--- config.mk ---
export PLATFORM = sky130hd
export DESIGN_NAME = scl_period_timer
export DESIGN_NICKNAME = d
export VERILOG_FILES = /design/src/rtl/scl_timer_pkg.sv /design/src/rtl/scl_in_sync.sv /design/src/rtl/scl_cnt_merge.sv /design/src/rtl/scl_phase_cnt.sv /design/src/rtl/scl_period_timer.sv
export SDC_FILE = /design/constraint.sdc
export NUM_CORES = 1
export LEC_CHECK = 0
export ABC_AREA = 1
export BUFFER_PORTS_ARGS = -buffer_cell sky130_fd_sc_hd__clkbuf_2
export CAP_MARGIN = 25
export CORE_ASPECT_RATIO = 1.25
export CORE_MARGIN = 5
export CORE_UTILIZATION = 55
export CTS_CLUSTER_SIZE = 12
export DETAILED_ROUTE_END_ITERATION = 8
export HOLD_SLACK_MARGIN = 0.03
export MAX_ROUTING_LAYER = met4
export PLACE_DENSITY_LB_ADDON = 0.25
export SLEW_MARGIN = 20
export SYNTH_ARGS = -nofsm -noshare
export SYNTH_HDL_FRONTEND = slang
export SYNTH_HIERARCHICAL = 1
export SYNTH_SLANG_ARGS = --single-unit
--- constraint.sdc ---
create_clock -name clk_i -period 3.2 [get_ports clk_i]
set_clock_uncertainty 0.05 [all_clocks]
set_input_delay 0.64 -clock clk_i [delete_from_list [all_inputs] [get_ports clk_i]]
set_output_delay 0.64 -clock clk_i [all_outputs]
set_load 0.02 [all_outputs]
--- src/rtl/scl_timer_pkg.sv ---
package scl_timer_pkg;

    typedef enum logic [2:0] {
        PH_IDLE,
        PH_HOLD,
        PH_LOW,
        PH_WAIT_HI,
        PH_HIGH
    } scl_phase_e;

    function automatic logic phase_counted(input scl_phase_e ph);
        return (ph == PH_HOLD) || (ph == PH_LOW) || (ph == PH_HIGH);
    endfunction

endpackage

--- src/rtl/scl_in_sync.sv ---
module scl_in_sync #(
    parameter int STAGES = 2
) (
    input  logic clk_i,
    input  logic rst_ni,
    input  logic line_i,
    output logic sync_o
);
    logic [STAGES-1:0] chain_q;

    generate
        if (STAGES == 1) begin : g_single
            always_ff @(posedge clk_i or negedge rst_ni) begin
                if (!rst_ni) chain_q <= '1;
                else         chain_q <= line_i;
            end
        end else begin : g_multi
            always_ff @(posedge clk_i or negedge rst_ni) begin
                if (!rst_ni) chain_q <= '1;
                else         chain_q <= {chain_q[STAGES-2:0], line_i};
            end
        end
    endgenerate

    assign sync_o = chain_q[STAGES-1];
endmodule

--- src/rtl/scl_cnt_merge.sv ---
module scl_cnt_merge #(
    parameter int REG_W = 8,
    localparam int CNT_W = REG_W + 1
) (
    input  logic [REG_W-1:0] base_i,
    input  logic             msb_i,
    input  logic             wide_en_i,
    output logic [CNT_W-1:0] eff_o
);
    logic [CNT_W-1:0] raw;

    assign raw   = {wide_en_i & msb_i, base_i};
    assign eff_o = (raw == '0) ? CNT_W'(1) : raw;
endmodule

--- src/rtl/scl_phase_cnt.sv ---
module scl_phase_cnt #(
    parameter int CNT_W = 9
) (
    input  logic             clk_i,
    input  logic             rst_ni,
    input  logic             load_i,
    input  logic [CNT_W-1:0] load_val_i,
    input  logic             tick_i,
    output logic             last_o
);
    logic [CNT_W-1:0] cnt_q;

    always_ff @(posedge clk_i or negedge rst_ni) begin
        if (!rst_ni) begin
            cnt_q <= CNT_W'(1);
        end else if (load_i) begin
            cnt_q <= load_val_i;
        end else if (tick_i && (cnt_q > CNT_W'(1))) begin
            cnt_q <= cnt_q - CNT_W'(1);
        end
    end

    assign last_o = tick_i && (cnt_q == CNT_W'(1));


    load_nonzero_chk: assert property (@(posedge clk_i) disable iff (!rst_ni)
        load_i |-> (load_val_i != '0));


    cnt_floor_chk: assert property (@(posedge clk_i) disable iff (!rst_ni)
        cnt_q != '0);
endmodule

--- src/rtl/scl_period_timer.sv ---
module scl_period_timer
    import scl_timer_pkg::*;
#(
    parameter int REG_W       = 8,
    parameter int SYNC_STAGES = 2,
    localparam int CNT_W      = REG_W + 1
) (
    input  logic             clk_i,
    input  logic             rst_ni,
    input  logic             tick_i,
    input  logic             run_i,
    input  logic [REG_W-1:0] lo_cnt_i,
    input  logic [REG_W-1:0] hi_cnt_i,
    input  logic             lo_cnt_b8_i,
    input  logic             hi_cnt_b8_i,
    input  logic             wide_en_i,
    input  logic             scl_i,
    output logic             scl_oe_o,
    output logic             fall_stb_o,
    output logic             rise_stb_o
);
    scl_phase_e       phase_q, phase_d;
    logic             scl_hi;
    logic [CNT_W-1:0] lo_eff, hi_eff, load_val;
    logic             load, cnt_last;

    scl_in_sync #(.STAGES(SYNC_STAGES)) u_sync (
        .clk_i  (clk_i),
        .rst_ni (rst_ni),
        .line_i (scl_i),
        .sync_o (scl_hi)
    );

    scl_cnt_merge #(.REG_W(REG_W)) u_lo_merge (
        .base_i    (lo_cnt_i),
        .msb_i     (lo_cnt_b8_i),
        .wide_en_i (wide_en_i),
        .eff_o     (lo_eff)
    );

    scl_cnt_merge #(.REG_W(REG_W)) u_hi_merge (
        .base_i    (hi_cnt_i),
        .msb_i     (hi_cnt_b8_i),
        .wide_en_i (wide_en_i),
        .eff_o     (hi_eff)
    );

    scl_phase_cnt #(.CNT_W(CNT_W)) u_cnt (
        .clk_i      (clk_i),
        .rst_ni     (rst_ni),
        .load_i     (load),
        .load_val_i (load_val),
        .tick_i     (tick_i),
        .last_o     (cnt_last)
    );

    // next phase
    always_comb begin
        phase_d = phase_q;
        unique case (phase_q)
            PH_IDLE:    if (run_i)                phase_d = PH_HOLD;
            PH_HOLD:    if (cnt_last)             phase_d = PH_LOW;
            PH_LOW:     if (cnt_last && !scl_hi)  phase_d = PH_WAIT_HI;
            PH_WAIT_HI: if (scl_hi)               phase_d = PH_HIGH;
            PH_HIGH:    if (cnt_last)             phase_d = run_i ? PH_LOW : PH_IDLE;
            default:                              phase_d = PH_IDLE;
        endcase
    end

    assign load     = (phase_d != phase_q) && phase_counted(phase_d);
    assign load_val = (phase_d == PH_LOW) ? lo_eff : hi_eff;

    // state register
    always_ff @(posedge clk_i or negedge rst_ni) begin
        if (!rst_ni) phase_q <= PH_IDLE;
        else         phase_q <= phase_d;
    end

    // outputs
    always_ff @(posedge clk_i or negedge rst_ni) begin
        if (!rst_ni) begin
            fall_stb_o <= 1'b0;
            rise_stb_o <= 1'b0;
        end else begin
            fall_stb_o <= (phase_d == PH_LOW)  && (phase_q != PH_LOW);
            rise_stb_o <= (phase_d == PH_HIGH) && (phase_q != PH_HIGH);
        end
    end

    assign scl_oe_o = (phase_q == PH_LOW);


    idle_release_chk: assert property (@(posedge clk_i) disable iff (!rst_ni)
        (phase_q == PH_IDLE) |-> (!scl_oe_o && !rise_stb_o));


    fall_align_chk: assert property (@(posedge clk_i) disable iff (!rst_ni)
        $rose(scl_oe_o) |-> fall_stb_o);


    fall_driven_chk: assert property (@(posedge clk_i) disable iff (!rst_ni)
        fall_stb_o |-> scl_oe_o);


    strobe_excl_chk: assert property (@(posedge clk_i) disable iff (!rst_ni)
        !(fall_stb_o && rise_stb_o));


    rise_needs_line_chk: assert property (@(posedge clk_i) disable iff (!rst_ni)
        rise_stb_o |-> (scl_hi && !scl_oe_o));


    stretch_hold_chk: assert property (@(posedge clk_i) disable iff (!rst_ni)
        (phase_q == PH_WAIT_HI && !scl_hi) |=> (phase_q != PH_HIGH));


    low_seen_chk: assert property (@(posedge clk_i) disable iff (!rst_ni)
        $fell(scl_oe_o) |-> !$past(scl_hi));


    narrow_cnt_chk: assert property (@(posedge clk_i) disable iff (!rst_ni)
        !wide_en_i |-> (!lo_eff[CNT_W-1] && !hi_eff[CNT_W-1]));
endmodule

==> impl_metrics.json <==
{
  "post-route-drc-count": 0,
  "fill_cells": 261,
  "critPathKind": "reg -> reg",
  "ir_worst_vdd_mv": 0.446,
  "multi_input_area_sq_um": 835,
  "grt_max_degree": 18,
  "via_count": 1417,
  "path_clk_slew_ns": 0.10,
  "run_status": "completed",
  "cts_buffer_depth": 2,
  "syn2layout_area_growth_pct": 13.0,
  "num_rows": 20,
  "ant_nets": 0,
  "synthDistinctLibCells": 26,
  "min_path_type": "in -> async",
  "p_leak_nw": 0.924,
  "start_kind": "register",
  "grt_pass1_vias": 1353,
  "grt_remaining_overflow": 0,
  "grt_usage": 0.186,
  "setup_violations": 0,
  "r2r_slack_ns": 0.35,
  "die_h_um": 66.7,
  "core_area_sq_um": 2450,
  "p_clk_frac": 0.099,
  "syn_avg_cell_area_sq_um": 6.05,
  "synthTopCellsByArea": "nand2_1 23%, dfrtp_1 23%, nand3_1 8.5%",
  "cts_tree": "yes",
  "p_int_mw": 0.695,
  "portBuffers": 26,
  "num_antenna_cells": 0,
  "cts_buffers": 3,
  "pwr-share-seq": 0.268,
  "viasPerCell": 4.95,
  "syn_inst": 234,
  "dp_hpwl_mm": 2.48,
  "synthesis.nets": 260,
  "worstPathRequired_ns": 3.33,
  "antenna_found_initial": 0,
  "rr_endpoint": "u_cnt/cnt_q[3]",
  "yosys_warnings": 6,
  "yosysSeqAreaShare": 0.285,
  "rsz0062_at_grt": "false",
  "drtIter0Drc": 40,
  "yosysTopAreaCell": "nand2_1",
  "grt_pass1_wl_mm": 5.44,
  "wl_mm": 3.10,
  "worstSetupEndpointType": "register",
  "yosysTopAreaCellShare": 0.233,
  "cp.arrival_ns": 2.98,
  "swShare": 0.492,
  "die_area_sq_um": 3700,
  "cts.sinks": 16,
  "p_switching_mw": 0.674,
  "seqCellArea_sq_um": 404,
  "p_per_area_nw_per_um2": 856,
  "pin_count": 27,
  "syn_area_sq_um": 1420,
  "worstPathMaxFanout": 8,
  "finalCritPeriodShare": 0.891,
  "worst_slew_pin_slew_ns": 0.410,
  "layout-drive-gt1-share": 0.273,
  "clock.fmax_mhz": 351,
  "power_mw": 1.37,
  "htree_levels": 1,
  "p_comb_frac": 0.633,
  "fin_setup_tns_ns": 0,
  "first_pass_iters": 4,
  "ctsHoldBuffers": 0,
  "reg2reg_from": "u_cnt/cnt_q[0]",
  "wl_per_cell_um": 10.8,
  "max_slew_margin": 0.727,
  "r2r_cells": 21,
  "initial_utilization": 0.578,
  "maxCapViolCount": 0,
  "finalHoldViolCount": 0,
  "layout.nets": 280,
  "gp_congestion": 0.918,
  "drv_slew": 0,
  "ys_ff_latch": 16,
  "min_period_ns": 2.85,
  "holdWs_ns": 0.209,
  "final_area_sq_um": 1600,
  "fp.dieW_um": 55.4,
  "clk_latency_ns": 0.29,
  "placed_area_sq_um": 1520,
  "root_buffer": "clkbuf_4"
}
-- cells in the mapped netlist, drive strengths merged --
cell type / n
clkinv: 1
clkbuf: 15
o21bai: 3
nand4: 2
inv: 27
nor2: 34
a21oi: 2
dfrtp: 13
o21ai: 7
nand3: 29
xnor2: 1
dfstp: 3
buf: 2
ha: 2
nand2: 93
-- routing by layer --
metal,track usage,vias to the layer above,routed length [um]
li1,-,751,-
met1,0.198,619,1330
met2,0.354,43,1560
met3,0.0213,4,161
met4,0.0669,0,46
met5,-,-,0
-- power by group through the flow --
stage / Sequential, mW / Clock [mW] / Combinational, mW
after floorplan: 0.352 / 0 / 0.621
after global placement: 0.366 / 0 / 0.748
after detailed placement: 0.368 / 0 / 0.767
after CTS: 0.364 / 0.140 / 0.769
after global routing: 0.379 / 0.146 / 0.997
final: 0.367 / 0.136 / 0.868
-- cells by family (layout without fill, tap and decap cells) --
family          Yosys count  after routing  synth area share
compound gates           12             12            0.0530
xor+xnor                  1              1           0.00618
fa+ha+maj                 2              2            0.0177
buf+inv                  45             64             0.125
flops                    16             16             0.285
simple gates            158            158             0.512
-- worst max-delay path: stages (launching register included) --
cell	delay [ns]
dfstp_2	0.59
ha_1	0.15
inv_1	0.04
nor2_1	0.10
nand4_2	0.12
nor2_1	0.21
inv_1	0.13
nand2_1	0.07
nand2_1	0.06
nand2_2	0.07
nand3_2	0.10
inv_2	0.09
nand2_1	0.06
nand2_1	0.07
nor2_2	0.04
nor2_2	0.17
clkinvlp_4	0.19
buf_4	0.19
nand3_1	0.08
nand2_1	0.05
nand2_1	0.06
nand2_1	0.05
-- how the worst max path moves through the flow --
| stage | from | cells after the start | endpoint | slack [ns] |
|---|---|---|---|---|
| after floorplan | u_cnt/cnt_q[0] | 20 | u_cnt/cnt_q[4] | 0.67 |
| after global placement | u_cnt/cnt_q[0] | 16 | u_cnt/cnt_q[8] | 0.29 |
| after detailed placement | u_cnt/cnt_q[0] | 16 | u_cnt/cnt_q[8] | 0.19 |
| after CTS | u_cnt/cnt_q[0] | 16 | u_cnt/cnt_q[8] | 0.16 |
| after global routing | u_cnt/cnt_q[0] | 21 | u_cnt/cnt_q[6] | 0.1 |
| final | u_cnt/cnt_q[0] | 21 | u_cnt/cnt_q[3] | 0.35 |
-- what timing repair did --
item | CTS | global route
setup buffers | 0 | 5
endpoints found under the setup margin | 0 | 9
gates resized for setup | 0 | 1
-- state kept, by name (all words and copies together) (netlist names) --
name	count
phase_q	3
rise_stb_o	1
u_sync/chain_q	2
u_cnt/cnt_q	9
fall_stb_o	1
-- through the flow --
| stage | util | setup slack [ns] | cells |
|---|---|---|---|
| finish | 0.653 | 0.348 | 286 |
| global route | 0.653 | 0.0999 | 286 |
| CTS | 0.636 | 0.161 | 281 |
| detailed placement | 0.621 | 0.190 | 277 |
| global placement | 0.621 | 0.290 | 277 |
| floorplan | - | 0.670 | 234 |
-- cell type report --
type	instances	area share
multi-input combinational	173	0.522
sequential	16	0.253
timing repair buffer	32	0.109
inverter	28	0.0680
tap	33	0.0258
clock buffer	4	0.0227
-- cells in the final DEF, fill, tap and decap left out, types with 2 or more instances in the layout --
| cell type | count |
|---|---|
| a21oi_1 | 2 |
| buf_4 | 6 |
| clkbuf_2 | 26 |
| clkbuf_4 | 3 |
| dfrtp_1 | 13 |
| dfstp_2 | 3 |
| ha_1 | 2 |
| inv_1 | 18 |
| inv_2 | 9 |
| nand2_1 | 88 |
| nand2_2 | 4 |
| nand3_1 | 24 |
| nand3_2 | 3 |
| nand3_4 | 2 |
| nor2_1 | 27 |
| nor2_2 | 5 |
| nor2_4 | 2 |
| o21ai_0 | 5 |
| o21ai_1 | 2 |
| o21bai_2 | 2 |
(Power assumes the default switching activity.)
